<file path="src/rtl/vdpf_pkg.sv">
package vdpf_pkg;
  typedef enum logic [2:0] {
    SEL_NONE,
    SEL_DATA,
    SEL_CTRL,
    SEL_HV,
    SEL_PSG
  } port_sel_e;
endpackage

</file>
<file path="src/rtl/vdpf_decode.sv">
module vdpf_decode
  import vdpf_pkg::*;
#(
  parameter int            AW        = 24,
  parameter int            OFS_W     = 8,
  parameter logic [AW-1:0] FOLD_MASK = 24'hE700FF,
  parameter logic [AW-1:0] WIN_MASK  = 24'hE00000,
  parameter logic [AW-1:0] WIN_BASE  = 24'hC00000
) (
  input  logic [AW-1:0] addr,
  output logic          in_win,
  output port_sel_e     sel,
  output logic          odd
);
  localparam logic [AW-1:0] OFS_MASK = AW'((1 << OFS_W) - 1);

  logic [AW-1:0]    folded;
  logic [OFS_W-1:0] ofs;
  logic             page_hit;

  always_comb begin
    folded   = addr & FOLD_MASK;
    in_win   = ((addr & WIN_MASK) == WIN_BASE);
    page_hit = ((folded & ~OFS_MASK) == WIN_BASE);
    ofs      = folded[OFS_W-1:0];
    odd      = ofs[0];
    sel      = SEL_NONE;
    if (in_win && page_hit) begin
      if (ofs < OFS_W'(4))                 sel = SEL_DATA;
      else if (ofs < OFS_W'(8))            sel = SEL_CTRL;
      else if (ofs[OFS_W-1:1] == (OFS_W-1)'(4)) sel = SEL_HV;
      else if (ofs == OFS_W'(8'h11))       sel = SEL_PSG;
    end
  end
endmodule

</file>
<file path="src/rtl/vdpf_cmd_seq.sv">
module vdpf_cmd_seq (
  input  logic       clk,
  input  logic       rst,
  input  logic       ctrl_wr,
  input  logic       port_clear,
  input  logic [1:0] top_bits,
  output logic       reg_hit,
  output logic       first_half,
  output logic       second_half,
  output logic       pending
);
  always_comb begin
    second_half = ctrl_wr && pending;
    reg_hit     = ctrl_wr && !pending && (top_bits == 2'b10);
    first_half  = ctrl_wr && !pending && (top_bits != 2'b10);
  end

  always_ff @(posedge clk) begin
    if (rst)                             pending <= 1'b0;
    else if (first_half)                 pending <= 1'b1;
    else if (second_half || port_clear)  pending <= 1'b0;
  end


  first_sets_chk: assert property (@(posedge clk) disable iff (rst)
    first_half |=> pending);

  second_clears_chk: assert property (@(posedge clk) disable iff (rst)
    second_half |=> !pending);

  port_clear_chk: assert property (@(posedge clk) disable iff (rst)
    port_clear |=> !pending);

  reg_keeps_clear_chk: assert property (@(posedge clk) disable iff (rst)
    reg_hit |=> !pending);
endmodule

</file>
<file path="src/rtl/vdpf_read_mux.sv">
module vdpf_read_mux
  import vdpf_pkg::*;
#(
  parameter int DW = 16
) (
  input  port_sel_e       sel,
  input  logic            odd,
  input  logic            word,
  input  logic [DW-1:0]   core_rdata,
  input  logic [DW-1:0]   status_word,
  input  logic [DW/2-1:0] hv_v,
  input  logic [DW/2-1:0] hv_h,
  output logic [DW-1:0]   rdata
);
  localparam int BW = DW / 2;
  localparam logic [BW-1:0] ZB = '0;

  always_comb begin
    rdata = '0;
    unique case (sel)
      SEL_DATA: if (!odd) rdata = word ? core_rdata : {ZB, core_rdata[DW-1:BW]};
      SEL_CTRL: begin
        if (word) rdata = odd ? '0 : status_word;
        else      rdata = {ZB, odd ? status_word[BW-1:0] : status_word[DW-1:BW]};
      end
      SEL_HV: begin
        if (word) rdata = odd ? '0 : {hv_v, hv_h};
        else      rdata = {ZB, odd ? hv_h : hv_v};
      end
      default: rdata = '0;
    endcase
  end
endmodule

</file>
<file path="src/rtl/vdp_port_front.sv">
module vdp_port_front
  import vdpf_pkg::*;
#(
  parameter int AW  = 24,
  parameter int DW  = 16,
  parameter int RIW = 5
) (
  input  logic            clk,
  input  logic            rst,
  input  logic [AW-1:0]   bus_addr,
  input  logic            bus_word,
  input  logic            bus_rd,
  input  logic            bus_wr,
  input  logic [DW-1:0]   bus_wdata,
  input  logic [DW-1:0]   core_rdata,
  input  logic [DW-1:0]   status_word,
  input  logic [DW/2-1:0] hv_v,
  input  logic [DW/2-1:0] hv_h,
  output logic            reg_we,
  output logic [RIW-1:0]  reg_idx,
  output logic [DW/2-1:0] reg_val,
  output logic            cmd_we,
  output logic            cmd_half,
  output logic [DW-1:0]   cmd_word,
  output logic            data_we,
  output logic [DW-1:0]   data_wdata,
  output logic            data_rd,
  output logic            psg_we,
  output logic [DW/2-1:0] psg_data,
  output logic            rd_valid,
  output logic [DW-1:0]   rd_data,
  output logic            cmd_pending
);
  localparam int BW = DW / 2;

  logic          in_win, odd;
  port_sel_e     sel;
  logic          is_wr, is_rd;
  logic [DW-1:0] wword, rmux;
  logic          data_w, ctrl_w, psg_w, data_r, ctrl_r, clr;
  logic          reg_hit, first_half, second_half;

  vdpf_decode #(.AW(AW)) u_dec (
    .addr(bus_addr), .in_win(in_win), .sel(sel), .odd(odd)
  );

  always_comb begin
    is_wr  = in_win && bus_wr;
    is_rd  = in_win && bus_rd && !bus_wr;
    wword  = bus_word ? bus_wdata : {bus_wdata[BW-1:0], bus_wdata[BW-1:0]};
    data_w = is_wr && (sel == SEL_DATA) && !odd;
    ctrl_w = is_wr && (sel == SEL_CTRL) && !odd;
    psg_w  = is_wr && (sel == SEL_PSG) && !bus_word;
    data_r = is_rd && (sel == SEL_DATA) && !odd;
    ctrl_r = is_rd && (sel == SEL_CTRL) && !(odd && bus_word);
    clr    = data_w || data_r || ctrl_r;
  end

  vdpf_cmd_seq u_seq (
    .clk(clk), .rst(rst), .ctrl_wr(ctrl_w), .port_clear(clr),
    .top_bits(wword[DW-1:DW-2]), .reg_hit(reg_hit),
    .first_half(first_half), .second_half(second_half), .pending(cmd_pending)
  );

  vdpf_read_mux #(.DW(DW)) u_rmux (
    .sel(sel), .odd(odd), .word(bus_word), .core_rdata(core_rdata),
    .status_word(status_word), .hv_v(hv_v), .hv_h(hv_h), .rdata(rmux)
  );

  always_ff @(posedge clk) begin
    if (rst) begin
      reg_we     <= 1'b0;
      reg_idx    <= '0;
      reg_val    <= '0;
      cmd_we     <= 1'b0;
      cmd_half   <= 1'b0;
      cmd_word   <= '0;
      data_we    <= 1'b0;
      data_wdata <= '0;
      data_rd    <= 1'b0;
      psg_we     <= 1'b0;
      psg_data   <= '0;
      rd_valid   <= 1'b0;
      rd_data    <= '0;
    end else begin
      reg_we   <= reg_hit;
      cmd_we   <= first_half || second_half;
      data_we  <= data_w;
      data_rd  <= data_r;
      psg_we   <= psg_w;
      rd_valid <= is_rd;
      if (reg_hit) begin
        reg_idx <= wword[BW+RIW-1:BW];
        reg_val <= wword[BW-1:0];
      end
      if (first_half || second_half) begin
        cmd_word <= wword;
        cmd_half <= second_half;
      end
      if (data_w) data_wdata <= wword;
      if (psg_w)  psg_data   <= bus_wdata[BW-1:0];
      if (is_rd)  rd_data    <= rmux;
    end
  end


  strobe_onehot_chk: assert property (@(posedge clk) disable iff (rst)
    $onehot0({reg_we, cmd_we, data_we, psg_we, rd_valid}));

  data_rd_valid_chk: assert property (@(posedge clk) disable iff (rst)
    data_rd |-> rd_valid);

  odd_word_write_chk: assert property (@(posedge clk) disable iff (rst)
    (bus_wr && in_win && odd && ((sel == SEL_DATA) || (sel == SEL_CTRL)))
      |=> !(data_we || cmd_we || reg_we));

  odd_word_read_chk: assert property (@(posedge clk) disable iff (rst)
    (bus_rd && !bus_wr && bus_word && in_win && odd &&
     ((sel == SEL_DATA) || (sel == SEL_CTRL))) |=> $stable(cmd_pending));

  outside_quiet_chk: assert property (@(posedge clk) disable iff (rst)
    !in_win |=> !(reg_we || cmd_we || data_we || psg_we || rd_valid));
endmodule

</file>
<file path="config.mk">
export PLATFORM = sky130hd
export DESIGN_NAME = vdp_port_front
export DESIGN_NICKNAME = d
export VERILOG_FILES = /design/src/rtl/vdpf_pkg.sv /design/src/rtl/vdpf_decode.sv /design/src/rtl/vdpf_cmd_seq.sv /design/src/rtl/vdpf_read_mux.sv /design/src/rtl/vdp_port_front.sv
export SDC_FILE = /design/constraint.sdc
export NUM_CORES = 1
export LEC_CHECK = 0
export ABC_AREA = 1
export CAP_MARGIN = 20
export CORE_MARGIN = 5
export CORE_UTILIZATION = 39
export DETAILED_ROUTE_END_ITERATION = 6
export PLACE_DENSITY = 0.78
export REMOVE_ABC_BUFFERS = 1
export SYNTH_ARGS = -nofsm -noshare
export SYNTH_HDL_FRONTEND = slang
export SYNTH_SLANG_ARGS = --single-unit
</file>
<file path="constraint.sdc">
create_clock -name clk -period 1.35 [get_ports clk]
set_input_delay 0.2025 -clock clk [delete_from_list [all_inputs] [get_ports clk]]
set_output_delay 0.2025 -clock clk [all_outputs]
set_load 0.005 [all_outputs]
</file>
==> metrics.yaml <==
outcome: "finished, final reports clean"
p_leak_nw: 3.46
grt_first_pass_wirelength_um: 25600
ant_nets: 0
antenna_cells: 0
final_wirelength_um: 16600
finalNetCount: 933
crit_fanout: 9
synth.top_cells.by_count: "122 x nand2_1, 94 x nor2_1, 77 x dfxtp_1"
crit_path_end_kind: "flip-flop"
detailedPlace.worstSlack_ns: -0.639
synth_edf_count: 0
place.port_buffers: 159
multiInputGateArea_mm2: 0.00226
final_critical_path_setup_slack_ns: 0.00728
critPathRequiredTime_ns: 1.60
initial_utilization: 0.396
synth.distinct_cells: 31
grt_pass1_vias: 5178
vdd_drop_max_mv: 0.439
drive_gt1_frac: 0.279
worstMarginPinSlew_ns: 0.468
synth-main-ff-cell: "dfxtp_1"
clock-skew-final_ns: 0.00893
remaining_drc_errors: 0
cp_data_arrival_time_ns: 1.59
final_min_period_over_clock_period: 0.995
yosys.cell_count.top_type: "nand2_1"
grt_max_degree: 46
mappedNetlistArea_mm2: 0.00403
wl_per_cell_um: 16.9
layout.area.seq_mm2: 0.00158
post-synth-top-area-fraction: 0.382
max_clock_freq_mhz: 745
ioPinCount: 170
cts_sinks: 77
hold_violations: 0
antenna_found_initial: 0
rsz0062_at_grt: "yes"
grt.overflow.total: 0
synth-seq-area-share: 0.382
dr.first_iter.drc_count: 469
criticalPathCategory: "in2reg"
die_x_um: 112
ys_seq_elements: 77
max_slew_violation_count: 0
yosys-top-cells-area: "dfxtp_1 38%, nand2_1 11%, nor2_1 8.8%"
hold_bufs_at_cts: 0
place_hpwl_um: 10800
max_slew_margin: 0.684
route.detailed.vias_per_inst: 5.19
firstDrtPassIters: 5
hp-class: "in2reg"
layout_overhead_on_the_synthesized_area_pct: 71.8
fin_crit_ns: 1.34
path_clk_slew_ns: 0.09
cap_viol_max_count: 0
ctsRootBufferMaster: "clkbuf_8"
die-height_um: 112
r2r_slack_ns: 0.04
synth.avg_cell_area_um2: 6.66
floorplan.rows: 37
layout.filler_cells: 813
worst_skew_pair.late_latency_ns: 0.36
power-per-cell-area_mw_per_mm2: 704
postLayoutCoreUtil: 0.680
cts_buffer_depth: 2
setup_violations: 0
cts_tree: "yes"
syn-instance-count: 605
asyncSetResetFlopFracSynth: 0
critical_path.startpoint_type: "input pin"
tritoncts.num_buffers: 9
routed-via-count: 5091
grtUsageTotal: 0.253
core_region_area_mm2: 0.0102
place.gp.congestion: 0.905
floorplan.die_area_mm2: 0.0125
h_tree_level_count: 3
ys.warnings.count: 0
yosys.area.top_type: "dfxtp_1"
-- state kept, by name, summed over array words and instances (netlist names), 5 cells and up --
name,cells
cmd_word,16
data_wdata,16
psg_data,8
rd_data,16
reg_idx,5
reg_val,8
-- cells by family (layout without fill, tap and decap cells) --
family,Yosys count,after routing,share of synthesized area
compound gates,90,90,0.121
flops,77,77,0.382
simple gates,330,330,0.376
buf+inv,108,348,0.121
-- placed cells by master (no fill, tap or decap), types with 7 or more instances in the layout --
cell and n:
buf_6 16, dfxtp_2 28, a21oi_1 29, clkbuf_8 9
o21ai_1 11, nand4_1 22, dfxtp_1 49, buf_12 8
nand2_1 117, nor2_2 19, inv_2 9, nor2_1 78
inv_1 65, nand3_1 48, dlygate4sd2_1 82, clkbuf_2 7
nor2_4 14, buf_4 69, clkdlybuf4s50_1 62, o21ai_0 29
-- worst max-delay path: stages --
cell	delay, ns
dlygate4sd2_1	0.24
buf_6	0.13
buf_4	0.15
buf_4	0.15
nor3_4	0.25
nand3_4	0.19
nor2_1	0.20
nor2_1	0.08
-- metal layers --
metal  routed length, µm  up-vias  global-route usage
met1                6150     2344               0.287
met2                8390      265               0.438
li1                    -     2411                   -
met4                 822        0               0.135
met5                   0        -                   0
met3                1240       71              0.0620
-- power by group --
part / switching, mW / total [mW] / internal, mW
Clock: 0.980 / 1.86 / 0.882
Sequential: 0.0000948 / 2.27 / 2.27
Combinational: 0.368 / 0.744 / 0.376
Total: 1.35 / 4.87 / 3.53
-- cell type report --
cell class / count / area share
inverters: 76 / 0.0437
multi-input cells: 420 / 0.326
clock inverters: 7 / 0.0114
clock buffers: 9 / 0.0179
flip-flops and latches: 77 / 0.228
well taps: 136 / 0.0246
repair inverters: 1 / 0.00126
repair buffers: 255 / 0.348
-- timing repair --
item / in CTS / in global routing
endpoints found under the setup margin: 150 / 64
pin swaps: 28 / 23
gates cloned: 5 / 2
gates resized for setup: 209 / 52
hold endpoints to repair: 0 / 0
buffers inserted: 23 / 5
-- path summary, 6_finish.rpt --
| check | end | from | depth (start not counted) |
|---|---|---|---|
| hold reg to reg | rd_data[9] | rd_data[9] | 2 |
| hold / removal | psg_we | bus_addr[5] | 5 |
| setup reg to reg | cmd_word[0] | u_seq.pending | 6 |
| setup / recovery | reg_val[2] | bus_addr[0] | 8 |
-- per-stage QoR --
stage	instances	TNS, ns	total power, mW	hold slack, ns	area (µm²)
finish	981	0	4.87	0.284	6930
detailed placement	933	-39.49	2.99	0.457	6160
CTS	977	-0.0100	4.83	0.431	6840
global route	981	-0.169	5.04	0.310	6930
global placement	933	-36.07	2.99	0.450	6160
floorplan	573	-19.96	2.52	0.272	3830
Note: power is estimated with default switching activity, not from simulation.
